<file path="config.mk">
export PLATFORM = sky130hd
export DESIGN_NAME = wdog_guard
export DESIGN_NICKNAME = d
export VERILOG_FILES = /design/src/rtl/wdog_guard.sv
export SDC_FILE = /design/constraint.sdc
export NUM_CORES = 1
export LEC_CHECK = 0
export ABC_AREA = 1
export BUFFER_PORTS_ARGS = -buffer_cell sky130_fd_sc_hd__buf_2
export CORE_MARGIN = 2
export CORE_UTILIZATION = 45
export DETAILED_ROUTE_END_ITERATION = 7
export PLACE_DENSITY = 0.69
export SYNTH_ARGS = -nofsm -noshare
export SYNTH_HDL_FRONTEND = slang
export SYNTH_SLANG_ARGS = --single-unit
</file>
<file path="constraint.sdc">
create_clock -name clk -period 2.8 [get_ports clk]
set_input_delay 0.42 -clock clk [delete_from_list [all_inputs] [get_ports clk]]
set_output_delay 0.42 -clock clk [all_outputs]
set_load 0.01 [all_outputs]
</file>
<file path="src/rtl/wdog_guard.sv">
module wdog_guard #(
  parameter int CNT_W     = 7,
  parameter int PULSE_LEN = 16,
  localparam int DW       = CNT_W + 1
) (
  input  logic          clk,
  input  logic          rst_n,
  input  logic          wr_en,
  input  logic          rd_en,
  input  logic          addr,
  input  logic [DW-1:0] wr_data,
  input  logic          tick,
  output logic [DW-1:0] rd_data,
  output logic          rst_req,
  output logic          rst_flag
);
  localparam int TOP = CNT_W - 1;
  localparam int PW  = $clog2(PULSE_LEN + 1);

  logic             act, act_nx, tripped, fire, flag;
  logic [CNT_W-1:0] cnt, cnt_nx;
  logic [PW-1:0]    pcnt;

  always_comb begin
    act_nx = act;
    cnt_nx = cnt;
    if (!tripped) begin
      if (wr_en && !addr) begin
        act_nx = act | wr_data[DW-1];
        cnt_nx = wr_data[CNT_W-1:0];
      end else if (act && tick) begin
        cnt_nx = cnt - 1'b1;
      end
    end
  end

  assign fire = !tripped && act_nx && cnt[TOP] && !cnt_nx[TOP];

  always_ff @(posedge clk or negedge rst_n) begin
    if (!rst_n) begin
      act     <= 1'b0;
      cnt     <= '1;
      tripped <= 1'b0;
      pcnt    <= '0;
      flag    <= 1'b0;
    end else begin
      act <= act_nx;
      cnt <= cnt_nx;
      if (fire) begin
        tripped <= 1'b1;
        pcnt    <= PW'(PULSE_LEN);
      end else if (pcnt != '0) begin
        pcnt <= pcnt - 1'b1;
      end
      if (fire)
        flag <= 1'b1;
      else if (rd_en && addr)
        flag <= 1'b0;
    end
  end

  assign rst_req  = (pcnt != '0);
  assign rst_flag = flag;
  assign rd_data  = addr ? {{(DW-1){1'b0}}, flag} : {act, cnt};

  a_r6_act_sticky: assert property (@(posedge clk) disable iff (!rst_n)
    act |=> act);

  a_r3_idle_quiet: assert property (@(posedge clk) disable iff (!rst_n)
    (!act && !(wr_en && !addr && wr_data[DW-1]) && !rst_req) |=> !rst_req);

  a_r4_count_down: assert property (@(posedge clk) disable iff (!rst_n)
    (act && !tripped && tick && !wr_en) |=> (cnt == $past(cnt) - 1'b1));

  a_r9_frozen: assert property (@(posedge clk) disable iff (!rst_n)
    tripped |=> $stable(cnt) && tripped);

  a_r10_flag_on_fire: assert property (@(posedge clk) disable iff (!rst_n)
    $rose(rst_req) |-> rst_flag);

  a_r7_req_needs_trip: assert property (@(posedge clk) disable iff (!rst_n)
    rst_req |-> tripped);
endmodule

</file>
==> Yosys cells after proc, flatten, opt, wreduce, memory -nomap -nowiden <==
Index checks and enable logic that the tools add are counted.
{ "op_classes": {"mux": 10, "n_bitwise": 2, "n_reduce_logical": 14, "add_sub_neg": 2} }
{ "op_table": {"columns": ["cell", "n"], "rows": [
  ["$mux 7", 3],
  ["$mux 5", 2],
  ["$mux 8", 1],
  ["$sub 7x1->7 const B", 1],
  ["$logic_and 1x1->1", 6],
  ["$reduce_bool 2->1", 3],
  ["$reduce_bool 5->1", 1],
  ["$sub 5x1->5 const B", 1],
  ["$mux 1", 4],
  ["$logic_not 1->1", 3],
  ["$reduce_and 2->1", 1],
  ["$not 1->1", 1],
  ["$or 1x1->1", 1]
]} }
{ "totals": {"register_bits": 15, "inputBits": 14, "elab_cells": 34, "out_inout_bits": 10} }

==> Longest topological paths before layout <==
{ "logic_depth": {"word_depth": 8, "ltp_mapped": 10, "ltp_nobuf": 10} }

==> Worst setup path before layout <==
OpenSTA, ideal clock, no wires.
{ "synth_timing": {"path_kind": "register to register", "startpoint": "register cnt[0]", "endpoint": "register tripped", "path_stages_with_launch": 11, "path_slack_ns": 1.427, "t_arrival_ns": 1.251, "setup_time_ns": 0.122, "required_time_ns": 2.678, "path_buffers": 0, "synth_period_minus_slack_ns": 1.373, "path_cell_list": "dfstp_2 inv_1 ha_1 nand2_1 nor2_1 nand2_1 nand2_1 nand3_2 nand2_2 nand2_2 nand2_1"} }
{ "synth_via": {"elab_chain_cells": 6} }
{ "synth_rtl": {"columns": ["element", "line_no", "rtl"], "rows": [
  ["start, declared", "21", "logic [CNT_W-1:0] cnt, cnt_nx;"],
  ["start signal, assigned", "48", "cnt <= cnt_nx;"],
  ["$sub 7x1->7", "32", "cnt_nx = cnt - 1'b1;"],
  ["$mux 7", "31", "end else if (act && tick) begin"],
  ["$mux 7", "28", "if (wr_en && !addr) begin"],
  ["$mux 7", "27", "if (!tripped) begin"],
  ["$logic_not 1->1", "37", "assign fire = !tripped && act_nx && cnt[TOP] && !cnt_nx[TOP];"],
  ["$logic_and 1x1->1", "37", null],
  ["end signal, assigned", "43", "tripped <= 1'b0;"],
  ["end signal, assigned", "50", "tripped <= 1'b1;"],
  ["end, declared", "20", "logic act, act_nx, tripped, fire, flag;"]
]} }
No other way between the ends. The select of a mux whose other input is x is not followed.
A chain may end at the register's enable or synchronous reset.

==> Final worst setup path <==
{ "layout_timing": {"startpoint": "register pcnt[0]", "endpoint": "output rst_req"} }
{ "layout_via": {"elab_chain_cells": 1} }
{ "layout_rtl": {"columns": ["element", "line_no", "rtl"], "rows": [
  ["start, declared", "22", "logic [PW-1:0] pcnt;"],
  ["start signal, assigned", "51", "pcnt <= PW'(PULSE_LEN);"],
  ["start signal, assigned", "53", "pcnt <= pcnt - 1'b1;"],
  ["$reduce_bool 5->1", "62", "assign rst_req = (pcnt != '0);"],
  ["end, declared", "14", "output logic rst_req,"]
]} }
No other way between the ends.

==> impl_results.md <==
- WL final: 2030 um
- Number of inserted diodes: 0
- Final setup violation count: 0
- Pre-CTS setup slack: 1.25 ns
- Cell Area, Synth: 941 um2
- Hold_buf cts: 0
- R2R cell count: 10
- Mean Syn Cell Area: around 7.6 um2
- Slew @ Worst Pin: 0.342 ns
- Grt met3 use: 3.33%
- Setup_tns: 0 ns
- Crit start category: register
- Final slew viol count: 0
- CP Capture Type: output port
- Source of the worst register-to-register timing path: cnt[0]
- Design area: 0.00112 mm2
- Pwr dens: around 350 mW/mm2
- Max-cap viol count: 0
- Crit path time final: 1.75 ns
- Met2 Track Usage GR: 28.9%
- Synth Register Bits: 15
- Die Footprint: between 0.002 and 0.0025 mm2
- Seq/Total Area, Yosys: 40.8%
- Die Span X: 49.7 um
- Yosys warns: 0
- Final antenna-violating net count: 0
- Min-Delay Path Class: input pin to async pin
- Slew HR: 77.2%
- First-pass GRT wire length: 3610 um
- Leak: slightly below 0.6 nW
- Post-CTS resize count: 0
- Final hold vios: 0
- Layout fillers: roughly 200
- TritonCTS clock tree: done
- Root Buffer: clkbuf_4
- CTS Buf Count: 3
- Crit Path Class: register to output port
- Crit path arrival time: 1.33 ns
- Max Freq: ~0.57 GHz
- CTS max path bufs: 2
- Pre-Repair DR Iteration Count: 4
- Overall routing resource usage: 19.1%
- Run status: finished clean
- Reg-to-reg endpoint: tripped
- Vias post-DR: 891
- Share of post-route cells with drive strength above 1: 33.3%
- Crit path max fanout: 5
- Worst EP required: 2.38 ns
- Maximum vdd drop: ~0.00025 V
- Gr busiest metal: met2
- Met1 Use GR: between 20% and 30%
- Drt via density: 5.03
- Depth of the CTS H-tree: 1
- Clk slew on worst S/H paths: 0.09 ns
- Pin count of the biggest net entering global routing: 16
- Clock Skew: 0.00932 ns
- Vert. Die Dim: between 40 and 50 um
- Area Overhead vs Synth: 18.6%
- Unique cell type count in the Yosys netlist: 20
- Input/output buffers: 23
- Cells after Synth: 124
- Fin util: 56.9%
- # nets final: between 150 and 200
- Initial Utilization: a little under half
- Placed cell areas: 0.00109 mm2
- DRC Markers: 0
- Vias in the first global route: between 800 and 900
- Ports: 24
- Worst setup margin: 1.05 ns
- DP Wirelength: 1580 um
- DR WL/cell: 11.4 um
- Remaining Overflow, GRT: 0
- Num rows: 16
- Syn Nets: 141
- Antenna violations before repair: 0
- R2R Setup Slk: 1.23 ns
- Final worst path period share: 62.4%
- Worst-Skew Late Latency: 0.30 ns
- Core area: 0.00196 mm2
- Initial DRC Count: 32
- RSZ-0062 raised after global routing: no
- Hold Slack: 0.0183 ns
- Placer Congestion: 0.844
- Clock Sinks: 15
- Setup bufs post-CTS: 0
-- worst max-delay path: stages, from the launching register on --
cell     delay, ns
dfrtp_1       0.39
inv_1         0.11
ha_1          0.15
inv_1         0.03
nor2_1        0.10
nand2_2       0.10
buf_2         0.15
-- flip-flops by register name (all words and copies together) (netlist names) --
| register | count |
|---|---|
| act | 1 |
| tripped | 1 |
| rst_flag | 1 |
| pcnt | 5 |
| cnt | 7 |
-- cells in the final DEF, fill, tap and decap left out, drive strengths merged --
master,n
ha,3
dfrtp,8
o21ai,13
a21oi,7
nand2,30
a22oi,5
nor3,1
xor2,5
a31oi,1
clkinvlp,1
inv,21
nand3,3
clkbuf,3
dfstp,7
buf,23
nor2,19
-- through the flow --
step	instances	power (mW)
after global routing	177	0.407
after floorplan	124	0.237
final	177	0.385
after global placement	173	0.256
after detailed placement	173	0.257
after CTS	177	0.391
-- logic make-up (layout without fill, tap and decap cells) --
group	Yosys count	in the layout	synth area share, %
AND/OR/NAND/NOR	53	53	25.4
flip-flops	15	15	40.8
adder cells (fa/ha/maj)	3	3	3.99
AO/OA/AOI/OAI	26	26	16.4
XOR/XNOR	5	5	4.65
buffers and inverters	22	48	8.78
-- synth_stat cells --
cell type   n  area [um2]
nor2_4      2        22.5
nand3_1     2        10.0
nand2_2     6        37.5
nand2_1    24        90.1
dfstp_2     7         184
dfrtp_1     8         200
nand3_2     1        10.0
ha_1        3        37.5
o21ai_2     1        8.76
a21oi_1     7        35.0
a22oi_1     5        37.5
o21ai_0     9        45.0
clkbuf_1    1        3.75
xor2_1      5        43.8
nor3_1      1        5.00
o21ai_1     3        15.0
inv_1      16        60.1
inv_2       5        18.8
nor2_1     17        63.8
a31oi_2     1        12.5
-- where the power goes --
group,leakage (nW),internal (mW),switching [mW]
clock,0.0139,0.0544,0.0784
combinational,0.385,0.0134,0.0207
sequential,0.179,0.218,0.000178
-- metal layers --
metal | routed length [um] | vias to the layer above
li1 | - | 442
met1 | 1030 | 410
met2 | 844 | 34
met3 | 115 | 5
met4 | 36 | 0
met5 | 0 | -
-- how the worst max path moves through the flow --
stage	cells after the start	to	slack [ns]	start
after floorplan	10	tripped	1.43	cnt[0]
after detailed placement	10	rst_flag	1.25	cnt[0]
after CTS	6	rst_req	1.02	pcnt[0]
after global placement	10	tripped	1.28	cnt[0]
final	6	rst_req	1.05	pcnt[0]
after global routing	6	rst_req	0.90	pcnt[0]
-- layout make-up --
cell class / count / area (um2) / area share (%)
multi-input combinational: 87 / 474 / 42.5
sequential: 15 / 384 / 34.4
timing repair buffer: 23 / 115 / 10.3
inverter: 21 / 78.8 / 7.06
tap: 27 / 33.8 / 3.03
clock buffer: 3 / 22.5 / 2.02
clock inverter: 1 / 7.51 / 0.673
Power figures use the tool's default switching activity.
